`config.mk`:
```
export PLATFORM = sky130hd
export DESIGN_NAME = ext_dma_req_arb
export DESIGN_NICKNAME = d
export VERILOG_FILES = /design/src/rtl/edr_pkg.sv /design/src/rtl/edr_sync.sv /design/src/rtl/edr_pick.sv /design/src/rtl/ext_dma_req_arb.sv
export SDC_FILE = /design/constraint.sdc
export NUM_CORES = 1
export LEC_CHECK = 0
export ABC_AREA = 1
export CAP_MARGIN = 0
export CORE_UTILIZATION = 45
export CTS_BUF_LIST = sky130_fd_sc_hd__clkbuf_4 sky130_fd_sc_hd__clkbuf_8
export DETAILED_ROUTE_END_ITERATION = 10
export PLACE_DENSITY = 0.84
export SYNTH_ARGS = -nofsm -noshare
export SYNTH_HDL_FRONTEND = slang
export SYNTH_HIERARCHICAL = 1
export SYNTH_SLANG_ARGS = --single-unit
```
`constraint.sdc`:
```
create_clock -name clk -period 2.7 [get_ports clk]
set_input_delay 0.81 -clock clk [delete_from_list [all_inputs] [get_ports clk]]
set_output_delay 0.81 -clock clk [all_outputs]
set_load 0.005 [all_outputs]
```
`src/rtl/edr_pkg.sv`:
```
package edr_pkg;

    // Depth of the pin synchronizer chain
    localparam int unsigned EDR_SYNC_STAGES = 2;

    // Who owns the burst currently in flight
    typedef enum logic [1:0] {
        OWN_NONE = 2'd0,
        OWN_INT  = 2'd1,
        OWN_EXT  = 2'd2
    } owner_e;

endpackage

```
`src/rtl/edr_sync.sv`:
```
module edr_sync #(
    parameter int unsigned STAGES = 2
) (
    input  logic clk,
    input  logic rst_n,
    input  logic din,
    input  logic hold,
    output logic dout
);

    logic [STAGES-1:0] chain_d, chain_q;

    always_comb begin
        chain_d = chain_q;
        if (!hold) begin
            chain_d = {chain_q[STAGES-2:0], din};
        end
    end

    always_ff @(posedge clk or negedge rst_n) begin
        if (!rst_n) chain_q <= '0;
        else        chain_q <= chain_d;
    end

    assign dout = chain_q[STAGES-1];

endmodule

```
`src/rtl/edr_pick.sv`:
```
module edr_pick #(
    parameter int unsigned NUM_CH = 8,
    parameter int unsigned CH_W   = 3
) (
    input  logic [NUM_CH-1:0] pend,
    input  logic [CH_W-1:0]   ext_ch,
    input  logic              demote,
    output logic              win_vld,
    output logic [CH_W-1:0]   win_idx,
    output logic              others_any
);

    logic [NUM_CH-1:0] others;
    logic [NUM_CH-1:0] cand;

    always_comb begin
        others         = pend;
        others[ext_ch] = 1'b0;
        others_any     = |others;
        // A demoted external channel only wins when it is alone
        cand = (demote && others_any) ? others : pend;
        win_vld = |cand;
        win_idx = '0;
        for (int i = NUM_CH - 1; i >= 0; i--) begin
            if (cand[i]) win_idx = CH_W'(i);
        end
    end

endmodule

```
`src/rtl/ext_dma_req_arb.sv`:
```
module ext_dma_req_arb #(
    parameter int unsigned NUM_CH = 8,
    localparam int unsigned CH_W = (NUM_CH > 1) ? $clog2(NUM_CH) : 1
) (
    input  logic              clk,
    input  logic              rst_n,
    input  logic              ext_req_n,
    input  logic [CH_W-1:0]   ext_ch,
    input  logic [NUM_CH-1:0] ch_req,
    input  logic [NUM_CH-1:0] ch_req_en,
    input  logic [NUM_CH-1:0] ch_en,
    input  logic              burst_done,
    output logic              ext_grant_n,
    output logic              burst_active,
    output logic [CH_W-1:0]   burst_ch
);

    import edr_pkg::*;

    typedef struct packed {
        owner_e          owner;
        logic [CH_W-1:0] ch;
        logic            armed;
        logic            demote;
    } ctl_t;

    ctl_t ctl_d, ctl_q;

    logic              frozen;
    logic              sync_lvl;
    logic              ext_live;
    logic [NUM_CH-1:0] pend;
    logic              win_vld;
    logic [CH_W-1:0]   win_idx;
    logic              others_any;

    assign frozen = (ctl_q.owner == OWN_EXT);

    edr_sync #(
        .STAGES (EDR_SYNC_STAGES)
    ) u_sync (
        .clk   (clk),
        .rst_n (rst_n),
        .din   (~ext_req_n),
        .hold  (frozen),
        .dout  (sync_lvl)
    );

    // A seen request counts only once: armed clears when its burst ends
    assign ext_live = sync_lvl & ctl_q.armed;

    for (genvar g = 0; g < NUM_CH; g++) begin : g_pend
        assign pend[g] = ch_en[g] & ch_req_en[g] &
                         ((ext_ch == CH_W'(g)) ? ext_live : ch_req[g]);
    end

    edr_pick #(
        .NUM_CH (NUM_CH),
        .CH_W   (CH_W)
    ) u_pick (
        .pend       (pend),
        .ext_ch     (ext_ch),
        .demote     (ctl_q.demote),
        .win_vld    (win_vld),
        .win_idx    (win_idx),
        .others_any (others_any)
    );

    always_comb begin
        ctl_d = ctl_q;
        if (!frozen && !sync_lvl) begin
            ctl_d.armed = 1'b1;
        end
        if (ctl_q.owner == OWN_NONE) begin
            if (win_vld) begin
                ctl_d.ch    = win_idx;
                ctl_d.owner = (win_idx == ext_ch) ? OWN_EXT : OWN_INT;
                if (win_idx != ext_ch) begin
                    ctl_d.demote = 1'b0;
                end
            end
        end else if (burst_done) begin
            ctl_d.owner = OWN_NONE;
            if (frozen) begin
                ctl_d.armed  = 1'b0;
                ctl_d.demote = others_any;
            end
        end
    end

    always_ff @(posedge clk or negedge rst_n) begin
        if (!rst_n) begin
            ctl_q <= '{owner: OWN_NONE, ch: '0, armed: 1'b1, demote: 1'b0};
        end else begin
            ctl_q <= ctl_d;
        end
    end

    assign ext_grant_n  = ~frozen;
    assign burst_active = (ctl_q.owner != OWN_NONE);
    assign burst_ch     = ctl_q.ch;

endmodule

```
==> results.md, run 1 <==
Placement:
- At the placement stage, the worst setup path has a slack of -0.805 ns.
- The total placed cells including tap cells is 222.
- At the end of routability-driven placement, the weighted congestion stood at 0.905.
- Detailed placement ended at an HPWL of 2280 um.
- Input and output buffers added on the ports amount to 35.

Die:
- The die width is 47.2 um.
- In this run the count of I/O pins placed on the die edge is 36.
- The number of rows in the core area is 15.
- The floorplan die height is 47.2 um.
- The initial core utilization is 0.506.

Clock tree:
- The longest clock path from root to sink contains 2 buffers.
- The total number of H-tree levels is 1.
- The clock drives 9 sinks.
- Buffers inserted during clock tree synthesis total 3.
- Hold repair after CTS inserted 0 buffers.
- The clock tree root driver cell is sky130_fd_sc_hd__clkbuf_4.

Timing:
- After the last repair the worst path ends at a register data pin.
- Once global-route timing repair stopped, the endpoint with the least setup slack was ctl_q[0]$_DFFE_PN0P_/D.

Synthesis:
- The sequential area share after synthesis is 0.246.
- Yosys printed 6 warnings.
- In the synthesized netlist, the number of instances is around 150.
- The total of flip-flops plus latches after synthesis is 9.
- After synthesis the cells add up to 921 um2.
- The mean instance size in the synthesized netlist is 6.18 um2.
- Synthesis produced a netlist with a net count of 180.
- After synthesis, the netlist uses 27 different library cells.

Status:
- The flow stopped in global routing (5_1_grt).
- The first error in the log reads "[ERROR DPL-0038] Utilization greater than 100%, impossible to legalize".
- The flow did not finish.

Global route:
- The largest net degree at the start of global routing is 10.
cell families after synthesis:
family                 share of synthesized area
AO/OA/AOI/OAI                              0.175
XOR/XNOR                                 0.00951
buffers and inverters                      0.147
flip-flops                                 0.246
multiplexers                              0.0163
AND/OR/NAND/NOR                            0.406
metrics by stage:
step	hold WS (ns)	utilization	TNS (ns)	instance area (um2)
after floorplan	0.427	-	0	921
after global placement	0.442	0.765	-3.38	1390
after detailed placement	0.445	0.765	-4.34	1390
after CTS	0.455	0.903	-0.0455	1640
cells in the mapped netlist:
| master | instances | share of area |
|---|---|---|
| sky130_fd_sc_hd__a211oi_1 | 1 | 0.0082 |
| sky130_fd_sc_hd__a21oi_1 | 5 | 0.027 |
| sky130_fd_sc_hd__a21oi_2 | 1 | 0.0095 |
| sky130_fd_sc_hd__a31oi_1 | 3 | 0.020 |
| sky130_fd_sc_hd__buf_4 | 3 | 0.024 |
| sky130_fd_sc_hd__buf_6 | 2 | 0.024 |
| sky130_fd_sc_hd__dfrtp_1 | 8 | 0.22 |
| sky130_fd_sc_hd__dfstp_2 | 1 | 0.029 |
| sky130_fd_sc_hd__inv_1 | 19 | 0.077 |
| sky130_fd_sc_hd__inv_2 | 5 | 0.020 |
| sky130_fd_sc_hd__mux2_4 | 1 | 0.016 |
| sky130_fd_sc_hd__nand2_1 | 47 | 0.19 |
| sky130_fd_sc_hd__nand2_2 | 2 | 0.014 |
| sky130_fd_sc_hd__nand2_4 | 1 | 0.012 |
| sky130_fd_sc_hd__nand3_1 | 18 | 0.098 |
| sky130_fd_sc_hd__nand4_1 | 1 | 0.0068 |
| sky130_fd_sc_hd__nor2_1 | 4 | 0.016 |
| sky130_fd_sc_hd__nor2_2 | 2 | 0.014 |
| sky130_fd_sc_hd__nor2_4 | 2 | 0.024 |
| sky130_fd_sc_hd__nor3_1 | 3 | 0.016 |
| sky130_fd_sc_hd__nor4_1 | 2 | 0.014 |
| sky130_fd_sc_hd__o211ai_1 | 5 | 0.041 |
| sky130_fd_sc_hd__o21ai_0 | 7 | 0.038 |
| sky130_fd_sc_hd__o21ai_1 | 3 | 0.016 |
| sky130_fd_sc_hd__o21bai_1 | 1 | 0.0082 |
| sky130_fd_sc_hd__o22ai_1 | 1 | 0.0068 |
| sky130_fd_sc_hd__xnor2_1 | 1 | 0.0095 |
timing repair:
item	4_1_cts
pin swaps	41
buffers inserted	15
setup endpoints to repair	6
gates cloned	0
resized for setup	68
==> inputs of run 2 (changes only) <==
--- a/config.mk
+++ b/config.mk
@@ -7,10 +7,10 @@
 export LEC_CHECK = 0
 export ABC_AREA = 1
 export CAP_MARGIN = 0
-export CORE_UTILIZATION = 45
-export CTS_BUF_LIST = sky130_fd_sc_hd__clkbuf_4 sky130_fd_sc_hd__clkbuf_8
+export CORE_AREA = 2 2 63 65
 export DETAILED_ROUTE_END_ITERATION = 10
-export PLACE_DENSITY = 0.84
+export DIE_AREA = 0 0 65 67
+export PLACE_DENSITY_LB_ADDON = 0.15
 export SYNTH_ARGS = -nofsm -noshare
 export SYNTH_HDL_FRONTEND = slang
 export SYNTH_HIERARCHICAL = 1
==> run 2 against run 1 <==
  * The flow now finishes, with violations (negative setup slack)
  * Synthesized area unchanged
  * Synthesized cell count did not move
==> results.md, run 2 <==
Status:
- The run finished, with violations left.
- The final reports fail on negative setup slack.

Global route:
- The global-route usage over all layers is 0.141.
- The number of global-route vias before repair was between 1000 and 1500.
- The total global routing overflow is 0.
- The first global-routing pass estimated 4890 um of wire.
- Entering global routing, the biggest net connects 10 pins.
- The initial antenna violation count is 0.

Critical path:
- The critical path start-end classification is input port to flip-flop.
- Walking the worst path, the cells encountered are buf_12, buf_6, nor4_4, nor3_2, nand2_1, nand2_1, nor2_2, nand2_2, nand2_4, nand2_2, nand2_1, nand2_1, nand2_1, nand2_1, nand2_1, nand2_1, a21oi_2, inv_1, buf_4, buf_6, buf_4, o21ai_2.
- The setup check on the worst reg-to-reg path leaves a slack of around 0.020 ns.
- The worst register-to-register path has a depth of 23.
- The biggest cell delay along the critical path is 0.28 ns.
- Data on the critical path is required at its endpoint by approximately 2.9 ns.
- Among all stages on the critical path, the largest delay is contributed by sky130_fd_sc_hd__nor4_4.
- STA classifies the critical path endpoint as a flip-flop.
- Among the stages of the critical path, the cell type that occurs most often is sky130_fd_sc_hd__nand2_1.
- The startpoint type of the worst setup path is an input port.
- The highest fanout seen on the critical path is 8.
- The endpoint identified for the worst register-to-register timing path is burst_ch[0]$_DFFE_PN0P_.
- For the worst setup path, the data arrival time is just under 3 ns.
- In this run the critical register-to-register path is launched from u_sync/chain_q[1]$_DFFE_PN0N_.

Synthesis:
- When the netlist entered floorplanning its net count stood at between 150 and 200.
- Of the synthesized area, sequential elements account for 0.246.
- The mean instance size in the synthesized netlist is 6.18 um2.
- The total of flip-flops plus latches after synthesis is 9.
- Yosys mapped a number of flops with a built-in enable equal to 0.
- The synthesized design spends more area on one cell type than any other, namely sky130_fd_sc_hd__dfrtp_1.
- The share of Yosys cell area claimed by the top area cell type is 0.217.
- By area the synthesized netlist is led by sky130_fd_sc_hd__dfrtp_1, sky130_fd_sc_hd__nand2_1, sky130_fd_sc_hd__nand3_1.
- The commonest cells after synthesis are sky130_fd_sc_hd__nand2_1, sky130_fd_sc_hd__inv_1, sky130_fd_sc_hd__nand3_1.
- The synthesized netlist occupies a cell area of roughly 920 um2.
- The share of async-settable or async-resettable flops after synthesis is 1.00.
- For this run, the number of Yosys warnings is 6.
- Among all cell types in the netlist, the one instantiated most often is sky130_fd_sc_hd__nand2_1.
- Among all flip-flop cells after synthesis, the most frequent one is sky130_fd_sc_hd__dfrtp_1.
- After synthesis, the netlist uses 27 different library cells.
- The synthesized instance count is 149.

Die:
- The top-level I/O count is 36.
- The initial core utilization is 0.255.
- Row generation in the floorplan step produced 22 rows.
- Measured along the x axis, the die boundary spans roughly 65 um.
- The total area inside the core boundary comes to 0.00361 mm2.
- The floorplan die height is 67 um.
- The overall die area is 0.00436 mm2.

Timing:
- Based on the critical path, the design can be clocked at up to 363 MHz.
- The final critical delay including setup and external delays is about 2.8 ns.
- The final worst slack is -0.0569 ns.
- The final-report max-slew violation count came to 0.
- The count of final setup violators is 3.
- The worst-case hold slack is 0.479 ns.
- The slew of the pin with the lowest slew margin is 0.411 ns.
- For the final database, setup skew stands at between 0.002 and 0.003 ns.
- The remaining max-slew budget at the tightest pin is 0.725.
- The number of endpoints with negative hold slack in the final report was 0.
- The final period utilization is 1.02.
- Setup repair after global routing could not meet its margin everywhere.

Pwr:
- The completed layout was analyzed and its total power is 0.000815 W.
- In this run the power density over the cells is 424 mW/mm2.
- The maximum VDD drop is 0.129 mV.
- In this run the static leakage power is 0.926 nW.

Clock tree:
- The TritonCTS buffer count is 3.
- The clock transition at the registers of the reported paths is roughly 0.040 ns.
- The number of sinks handled by clock tree synthesis is 9.
- The TritonCTS clock tree is yes.
- The buffer levels on the longest clock path is 2.
- The clock tree root driver cell is sky130_fd_sc_hd__clkbuf_8.
- Clock latency on the worst-skew pair, taken at its later pin, is 0.23 ns.
- The total number of H-tree levels is 1.

Layout:
- The count of placed standard cells in the final layout, fillers left out is between 200 and 300.
- Compared with the post-synthesis result, the final layout area differs by 109%.
- The number of flip-flops in the largest register is 4.
- The filler cells instantiated in the layout total approximately 340.
- The top cell types in the final layout, fill and taps aside, are sky130_fd_sc_hd__nand2_1, sky130_fd_sc_hd__buf_4, sky130_fd_sc_hd__dlygate4sd2_1.
- The repair_antennas step left the layout with diodes totalling 0.
- Once layout is done, the placed cells without fillers occupy a little under 0.002 mm2.
- The register with the most flip-flops in the final layout is ctl_q.
- The post-layout net count is ~260.
- The fraction of layout cells with a size suffix above 1 is 0.414.
- The library cell used most frequently in the layout, excluding fill and tap cells, is sky130_fd_sc_hd__nand2_1.
- Measured on the finished design, the core utilization comes to 0.533.

Drt:
- The first routing iteration left 25 violations.
- The number of nets with antenna violations after routing is 0.
- After detailed routing, the average wire length per cell comes to 11.1 um.
- The routed layout has between 1000 and 1500 vias.
- For this run, design rule violations remaining after detail routing come to 0.
- Using the TritonRoute via totals, the vias-per-cell ratio works out to 4.53.
- Summed over all layers, the routed wires come to between 3000 and 4000 um.
- The pre-antenna-repair detailed-routing pass consisted of 4 iterations.

Placement:
- The total placed cells including tap cells is between 200 and 300.
- Once detailed placement completed, the half-perimeter wirelength came to 2280 um.
- Routability-driven placement finished with a final weighted congestion of between 0.8 and 0.9.
- The standard cell area after detailed placement is 0.00149 mm2.
- The number of I/O port buffers is 35.

Worst hold path:
- The launch point of the worst hold path is burst_ch[0]$_DFFE_PN0P_.
- The worst hold path terminates at burst_ch[0]$_DFFE_PN0P_.
- The worst hold path depth is 2.
- The type of the tightest min-delay check is flip-flop to flip-flop.

Run:
- The number of maximum-capacitance constraint violations is 0.
run 2: cell counts after synthesis:
Identical to the previous run, type by type.
run 2: worst max-delay path by stage:
stage	slack [ns]	endpoint	from
3_5_place_dp	-0.90	ctl_q[0]$_DFFE_PN0P_	ext_ch[2]
4_1_cts	-0.02	ctl_q[0]$_DFFE_PN0P_	ext_ch[1]
3_3_place_gp	-0.88	ctl_q[0]$_DFFE_PN0P_	ext_ch[1]
5_1_grt	-0.25	ctl_q[0]$_DFFE_PN0P_	ext_ch[1]
2_1_floorplan	0.01	ctl_q[0]$_DFFE_PN0P_	ext_ch[1]
6_report	-0.06	burst_ch[0]$_DFFE_PN0P_	ext_ch[2]
run 2: final cells by class:
| cell class | count | area, um2 | area share |
|---|---|---|---|
| clock buffer | 4 | 45.0 | 0.0235 |
| inverter | 24 | 124 | 0.0645 |
| multi-input combinational | 111 | 743 | 0.387 |
| sequential | 9 | 226 | 0.118 |
| tap | 48 | 60.1 | 0.0313 |
| timing repair buffer | 79 | 722 | 0.376 |
run 2: what timing repair did:
action	4_1_cts	5_1_grt
pin swaps	43	16
gates cloned	0	0
hold buffers	0	0
setup endpoints to repair	6	6
resized for setup	80	30
setup buffers	10	7
run 2: worst max-delay path, delay by kind of cell:
family	cells	cell delay, ns
and+or+nand+nor	14	1.23
buffers and inverters	6	0.65
AOI/OAI and AO/OA	2	0.23
run 2: where the power goes:
| group | internal, W | switching (W) | total, W |
|---|---|---|---|
| Clock | 0.000103 | 0.0000517 | 0.000154 |
| Combinational | 0.000249 | 0.000201 | 0.000450 |
| Sequential | 0.000176 | 0.0000342 | 0.000210 |
| Total | 0.000527 | 0.000287 | 0.000815 |
run 2: kinds of logic after synthesis:
logic type	after synthesis	share of synthesized area
xor gates and xnor gates	1	0.00951
and+or+nand+nor	82	0.406
DFF	9	0.246
AOI/OAI and AO/OA	27	0.175
muxes	1	0.0163
buffers and inverters	29	0.147
run 2: per-stage QoR:
| step | TNS (ns) | worst slack, ns |
|---|---|---|
| 3_5_place_dp | -4.57 | -0.904 |
| 2_1_floorplan | 0 | 0.0110 |
| 5_1_grt | -1.14 | -0.247 |
| 4_1_cts | -0.0227 | -0.0227 |
| 3_3_place_gp | -4.46 | -0.876 |
| 6_report | -0.114 | -0.0569 |
run 2: per-layer routing:
metal	vias to the layer above	part of all wire	GRT usage
li1	647	-	-
met1	570	0.41	0.160
met2	23	0.55	0.272
met3	5	0.028	0.0186
met4	0	0.014	0.0426
met5	-	0	0
Power figures use the tool's default switching activity.
==> inputs of run 3 (changes only) <==
--- a/config.mk
+++ b/config.mk
@@ -7,9 +7,9 @@
 export LEC_CHECK = 0
 export ABC_AREA = 1
 export CAP_MARGIN = 0
-export CORE_AREA = 2 2 63 65
+export CORE_AREA = 3 3 64 66
 export DETAILED_ROUTE_END_ITERATION = 10
-export DIE_AREA = 0 0 65 67
+export DIE_AREA = 0 0 67 69
 export PLACE_DENSITY_LB_ADDON = 0.15
 export SYNTH_ARGS = -nofsm -noshare
 export SYNTH_HDL_FRONTEND = slang
==> run 3 against run 2 <==
  * The run still ends with negative setup slack left
  * Global-route usage is 0.81 points lower
  * Critical path type unchanged
  * Cell count fell by 0.36%
  * Critical path depth up 3
  * Utilization is 3.1 points lower
  * Clock-buffer cell count did not move
==> results.md, run 3 (synthesis results as in run 2) <==
Status:
- The flow ran to the end, but the final reports show violations.
- The final reports fail on negative setup slack.

Drt:
- The violation count after the first detailed-route iteration is 28.
- For this run, design rule violations remaining after detail routing come to 0.
- The final route contains 1213 vias.
- The iteration count of the initial detailed-routing pass is 4.
- The detailed-route wire length per cell is 10.7 um.
- The final wirelength is 2940 um.
- The mean number of vias per cell is 4.43.
- The number of nets with antenna violations after routing is 0.

Critical path:
- The required time reported for the critical path endpoint is 2.82 ns.
- STA classifies the critical path startpoint as an input port.
- The critical path start-end classification is input port to flip-flop.
- For the worst setup path, the data arrival time is 2.83 ns.
- In this run the worst path has a maximum fanout of 8.
- The kind of capture point of the worst setup path is a flip-flop.

Timing:
- The achievable frequency is 369 MHz.
- The final worst slack is -0.00731 ns.
- For the finished layout, the period the worst path requires is 2.71 ns.
- The sum of negative setup slack is -0.00731 ns.
- Dividing the final minimum period by the clock period gives 1.00.
- The final-report max-slew violation count is 0.
- For the pin with the worst max-slew slack, the measured transition is between 0.4 and 0.5 ns.
- The count of final setup violators is 1.
- The remaining max-slew budget at the tightest pin is 0.720.
- The final setup skew is ~0.0019 ns.
- Setup repair after global routing could not meet its margin everywhere.
- The number of endpoints with negative hold slack in the final report is 0.

Global route:
- The initial antenna violation count is 0.
- Summed over all layers, the global routing overflow is 0.
- The number of global-route vias before repair is 1171.
- The global-route usage over all layers is 0.133.
- Entering global routing, the biggest net connects 10 pins.
- The first global-routing pass estimated 4980 um of wire.

Pwr:
- The leakage component of the power is 0.902 nW.
- The design draws 0.000816 W.
- VDD sags by at most roughly 0.18 mV.
- The total power density per cell area is 448 mW/mm2.

Worst hold path:
- The tightest min-delay check is of the flip-flop to flip-flop type.

Layout:
- The final layout contains 258 nets.
- The total inserted antenna cells is 0.
- The leading cell type in the layout, fill and taps excluded is sky130_fd_sc_hd__nand2_1.
- The area growth from synthesis to layout is 98.0%.
- The most flop-heavy register is ctl_q.
- The number of flip-flops in the largest register is 4.
- The share of the core filled with cells in the final layout is 0.502.
- Leaving out fill and tap cells, the most frequent cells in the layout are sky130_fd_sc_hd__nand2_1, sky130_fd_sc_hd__buf_4, sky130_fd_sc_hd__dlygate4sd2_1.
- Of the cells placed in the final design, the portion with a size suffix greater than 1 is 0.398.

Die:
- The number of rows in the core area is 22.
- The initial utilization of the core area, before any placement, comes to 0.253.
- Measured along the y axis, the die boundary spans 69 um.
- In this run the standard cell core region covers between 0.003 and 0.004 mm2.
- The die width is about 67 um.
- The overall die area is 0.00462 mm2.
- The top-level I/O count is 36.

Clock tree:
- Clock-pin slew was measured on the worst setup and hold paths at ~0.050 ns.
- The total number of H-tree levels is 1.
- The clock tree root driver cell is sky130_fd_sc_hd__clkbuf_8.
- The TritonCTS buffer count is 3.
- The clock net in this run drives a total of 9 sinks.
- The TritonCTS clock tree is yes.
- After clock tree synthesis, the flow added hold-fix buffers numbering 0.
- The later-pin clock latency in the skew report is 0.23 ns.
- The buffer levels on the longest clock path is 2.

Placement:
- The wire-length estimate of the detail-placed layout is 2360 um.
- The congestion estimate from routability-driven global placement came to a little under 0.9.
- Port buffering added 35 buffers.

Run:
- Across the run, the number of max-cap violations was 0.
==> run 3: worst paths after layout <==
| path | startpoint | depth (start not counted) | end | slack (ns) |
|---|---|---|---|---|
| max | ext_ch[2] | 25 | ctl_q[0]$_DFFE_PN0P_ | -0.007 |
| min | u_sync/chain_q[0]$_DFFE_PN0N_ | 2 | u_sync/chain_q[0]$_DFFE_PN0N_ | 0.48 |
| max reg2reg | ctl_q[1]$_DFF_PN1_ | 20 | ctl_q[0]$_DFFE_PN0P_ | 0 |
| min reg2reg | u_sync/chain_q[0]$_DFFE_PN0N_ | 2 | u_sync/chain_q[0]$_DFFE_PN0N_ | 0.48 |
| max in group asynchronous | rst_n | 1 | ctl_q[1]$_DFF_PN1_ | 1.50 |
| min in group asynchronous | rst_n | 1 | burst_ch[0]$_DFFE_PN0P_ | 0.88 |
==> run 3: timing repair <==
item / 4_1_cts / 5_1_grt
resized for setup: 82 / 9
buffers inserted: 13 / 5
setup endpoints to repair: 6 / 6
pin swaps: 43 / 19
==> run 3: layout make-up <==
class,instances,area [um2]
clock buffers,4,45.0
flip-flops and latches,9,226
fillers,394,1810
inverters,24,109
well taps,48,60.1
multi-input cells,111,702
repair buffers,78,681
==> run 3: worst max-delay path, stage by stage <==
cell and delay, ns:
sky130_fd_sc_hd__buf_8 0.10, sky130_fd_sc_hd__buf_6 0.12, sky130_fd_sc_hd__nand3_4 0.06, sky130_fd_sc_hd__o211ai_1 0.21
sky130_fd_sc_hd__a21oi_2 0.07, sky130_fd_sc_hd__nand2_1 0.07, sky130_fd_sc_hd__nand2_1 0.06, sky130_fd_sc_hd__nor2_2 0.13
sky130_fd_sc_hd__nand2_2 0.09, sky130_fd_sc_hd__nand2_4 0.12, sky130_fd_sc_hd__nand2_2 0.07, sky130_fd_sc_hd__nand2_1 0.06
sky130_fd_sc_hd__nand2_1 0.05, sky130_fd_sc_hd__nand2_1 0.05, sky130_fd_sc_hd__nand2_1 0.05, sky130_fd_sc_hd__nand2_1 0.07
sky130_fd_sc_hd__nand2_2 0.05, sky130_fd_sc_hd__a21oi_2 0.14, sky130_fd_sc_hd__inv_1 0.07, sky130_fd_sc_hd__nand2_1 0.06
sky130_fd_sc_hd__nand2_1 0.06, sky130_fd_sc_hd__nand4_1 0.11, sky130_fd_sc_hd__nand2_1 0.06, sky130_fd_sc_hd__nand2_1 0.05
sky130_fd_sc_hd__nand2_1 0.05
==> run 3: per-stage QoR <==
| step | std cells | area [um2] | setup WS [ns] | hold slack, ns |
|---|---|---|---|---|
| after CTS | 269 | 1750 | -0.0300 | 0.483 |
| after floorplan | 149 | 921 | 0.0110 | 0.427 |
| final | 274 | 1820 | -0.00731 | 0.477 |
| after global placement | 252 | 1470 | -0.960 | 0.444 |
| after global routing | 274 | 1820 | -0.280 | 0.513 |
| after detailed placement | 252 | 1470 | -0.964 | 0.471 |
==> run 3: power breakdown <==
group	leakage [nW]	switching [W]	internal, W
registers	0.112	0.0000353	0.000176
logic	0.767	0.000196	0.000249
clock network	0.0228	0.0000564	0.000103
==> run 3: per-layer routing <==
layer | vias up | GRT usage | wire length (um)
met3 | 2 | 0.00977 | 77
li1 | 639 | - | -
met5 | - | 0 | 0
met4 | 0 | 0.0338 | 18
met2 | 21 | 0.239 | 1560
met1 | 551 | 0.167 | 1290
==> inputs of run 4 (changes only) <==
--- a/config.mk
+++ b/config.mk
@@ -11,6 +11,7 @@
 export DETAILED_ROUTE_END_ITERATION = 10
 export DIE_AREA = 0 0 67 69
 export PLACE_DENSITY_LB_ADDON = 0.15
+export SETUP_SLACK_MARGIN = 0.05
 export SYNTH_ARGS = -nofsm -noshare
 export SYNTH_HDL_FRONTEND = slang
 export SYNTH_HIERARCHICAL = 1
==> run 4 against run 3 <==
  * The run still ends with negative setup slack left
  * Sequential share of layout area fell by 0.63 points
  * Critical path depth fell by 5
  * Wire length rose by 5.5%
  * First-iteration DRC count rose by 140%
==> results.md, run 4 (synthesis results as in run 2) <==
Critical path:
- By startpoint and endpoint, the worst setup path is classified as input port to flip-flop.
- At the worst endpoint, the required time is 2.88 ns.
- The startpoint type of the worst setup path is an input port.
- For this design, the slowest cell found on the critical path is sky130_fd_sc_hd__a21oi_2.
- The signal on the critical path passes through buf_12, buf_8, nand3_2, o211ai_1, a21oi_2, nand2_1, nand2_1, nor2_2, nand2_2, nand2_8, buf_4, o21ai_4, nand2_2, a31oi_1, nor2_1, xnor2_1, nand4_1, nand2_1, nand2_1, nand2_1.
- Grouping stages by cell kind, the critical path spends the most delay in simple AND/OR/NAND/NOR gates.
- The endpoint arrival time on the critical path is 2.98 ns.
- For this run, the slowest stage of the critical path takes 0.23 ns.
- The worst setup path is captured at a flip-flop.
- The library cell appearing most often on the critical path is sky130_fd_sc_hd__nand2_1.
- The critical path starts at ext_ch[0].
- The start of the worst register-to-register path is ctl_q[1]$_DFF_PN1_.
- The number of buffers and inverters on the critical path is 3.
- The highest fanout seen on the critical path is 6.

Timing:
- The number of endpoints with negative hold slack in the final report is 0.
- Setup repair after global routing could not meet its margin everywhere.
- Clock skew on the completed layout was measured at 0.00110 ns.
- Of the available clock period, the critical path in the final layout requires 1.04.
- The worst-case hold slack is 0.472 ns.
- The count of final setup violators is 5.
- After layout, the worst setup slack is -0.109 ns.
- The final critical delay including setup and external delays is 2.81 ns.
- Derived from the worst setup path, the maximum achievable clock frequency is between 300 and 400 MHz.
- Measured against its own limit, the worst slew margin works out to 0.724.
- The final-report max-slew violation count is 0.
- The slew of the pin with the lowest slew margin is 0.413 ns.

Run:
- The number of maximum-capacitance constraint violations is 0.

Placement:
- At the placement stage, the worst setup path has a slack of -0.798 ns.
- The global placer's final weighted congestion is 0.858.
- The count of buffers added on input and output ports is 35.
- After legalization and detailed placement, the total HPWL measured 2300 um.
- After detailed placement, the design holds a cell count of around 250.

Global route:
- For this run, the total global-route usage over all layers was measured as 0.136.
- The global-route wire length before repair is about 5000 um.
- The number of global-route vias before repair came to 1220.
- The initial antenna violation count was 0.
- The largest net degree at the start of global routing is 10.
- The total global routing overflow is 0.

Drt:
- In the routed design, unresolved DRC markers number 0.
- The iteration count of the initial detailed-routing pass is 4.
- The mean number of vias per cell is 4.48.
- Once detail routing completed, the nets flagged for antenna violations numbered 0.
- The total via count in the routed design is approximately 1200.
- The final wirelength is 3100 um.
- The violation count after the first detailed-route iteration is 66.
- After detailed routing, the average wire length per cell comes to 11.3 um.

Die:
- The initial core utilization is 0.253.
- The die width is 67 um.
- The floorplan die height is 69 um.
- The number of rows in the core area is 22.
- The area of the core is about 0.0036 mm2.
- The overall die area is 0.00462 mm2.
- The top-level I/O count is 36.

Worst hold path:
- The path class of the tightest hold or removal check is flip-flop to flip-flop.
- The launch point of the worst hold path is u_sync/chain_q[0]$_DFFE_PN0N_.

Clock tree:
- The TritonCTS clock tree is yes.
- The number of sinks handled by clock tree synthesis is 9.
- The buffer levels on the longest clock path is 2.
- At the later pin of the worst-skew pair, clock insertion delay measures 0.24 ns.
- Buffers inserted to repair hold after CTS numbered 0.
- The total number of H-tree levels is 1.
- Counting the buffers created by CTS gives 3.
- The clock transition at the registers of the reported paths is 0.04 ns.
- The clock tree root driver cell is sky130_fd_sc_hd__clkbuf_8.

Pwr:
- In this run the static leakage power is between 0.9 and 1 nW.
- The total power density per cell area is 440 mW/mm2.
- In this run the power spent charging and discharging nets is 0.000302 W.
- Of the total power, the share spent switching nets is 0.358.
- The maximum VDD drop is between 0.1 and 0.15 mV.
- The portion of total power attributed to sequential cells is 0.250.
- The combinational share of power is 0.562.
- The cell internal power dissipation is roughly 0.00054 W.
- The share of total power dissipated in the clock network is 0.189.

Layout:
- The library cells used most frequently in the layout, excluding fill and tap cells, are sky130_fd_sc_hd__nand2_1, sky130_fd_sc_hd__buf_4, sky130_fd_sc_hd__dlygate4sd2_1.
- The filler cell count in the final layout is 381.
- Of the cells placed in the final design, the portion with a size suffix greater than 1 is 0.436.
- In the final design database the tool counted ~260 nets.
- The share of the core filled with cells in the final layout is 0.529.
- The total inserted antenna cells is 0.
- Relative to the synthesized area, the layout overhead comes to 109%.
- The register with the most flip-flops in the layout has 4 of them.
- Once layout is complete, the cells apart from fillers number 275.
- The library cell used most frequently in the layout, excluding fill and tap cells, is sky130_fd_sc_hd__nand2_1.
- Ranked by flip-flop count, first place goes to ctl_q.

Status:
- The checks that failed: negative setup slack.
- The flow ran to the end, but the final reports show violations.
-- run 4: power groups by stage --
stage | registers, W | clock network, W | logic (W)
floorplan | 0.000205 | 0 | 0.000205
global placement | 0.000211 | 0 | 0.000383
detailed placement | 0.000212 | 0 | 0.000386
CTS | 0.000210 | 0.000160 | 0.000415
global route | 0.000217 | 0.000173 | 0.000524
finish | 0.000211 | 0.000159 | 0.000474
-- run 4: timing repair --
item,in CTS,in global routing
setup buffers,11,8
setup endpoints to repair,6,6
resized for setup,71,34
pin swaps,45,24
-- run 4: worst paths after layout --
path,end,slack (ns),depth (start not counted)
max,ctl_q[0]$_DFFE_PN0P_,-0.11,20
min,u_sync/chain_q[0]$_DFFE_PN0N_,0.47,2
max reg2reg,ctl_q[0]$_DFFE_PN0P_,-0.02,20
min reg2reg,u_sync/chain_q[0]$_DFFE_PN0N_,0.47,2
max in group asynchronous,ctl_q[1]$_DFF_PN1_,1.50,1
min in group asynchronous,ctl_q[5]$_DFFE_PN0P_,0.87,1
-- run 4: area by class of cell --
class | count | area (um2) | area share
clock buffer | 4 | 45.0 | 0.0235
inverter | 24 | 97.6 | 0.0508
multi-input combinational | 111 | 786 | 0.409
sequential | 9 | 226 | 0.118
tap | 48 | 60.1 | 0.0313
timing repair buffer | 79 | 706 | 0.367
-- run 4: worst min-delay path, delay by kind of cell (launching register included) --
family / cells / cell delay [ns]
flops: 1 / 0.33
simple gates: 2 / 0.11
-- run 4: through the flow --
| stage | setup TNS, ns | area (um2) | total power (W) |
|---|---|---|---|
| finish | -0.398 | 1920 | 0.000844 |
| global route | -1.36 | 1920 | 0.000914 |
| CTS | -0.0320 | 1710 | 0.000785 |
| detailed placement | -4.24 | 1500 | 0.000598 |
| global placement | -4.15 | 1500 | 0.000594 |
| floorplan | 0 | 931 | 0.000410 |
-- run 4: routing by layer --
metal / share of wire / track usage
met1: 0.40 / 0.155
met2: 0.55 / 0.249
met3: 0.039 / 0.00977
met4: 0.015 / 0.0608
met5: 0 / 0
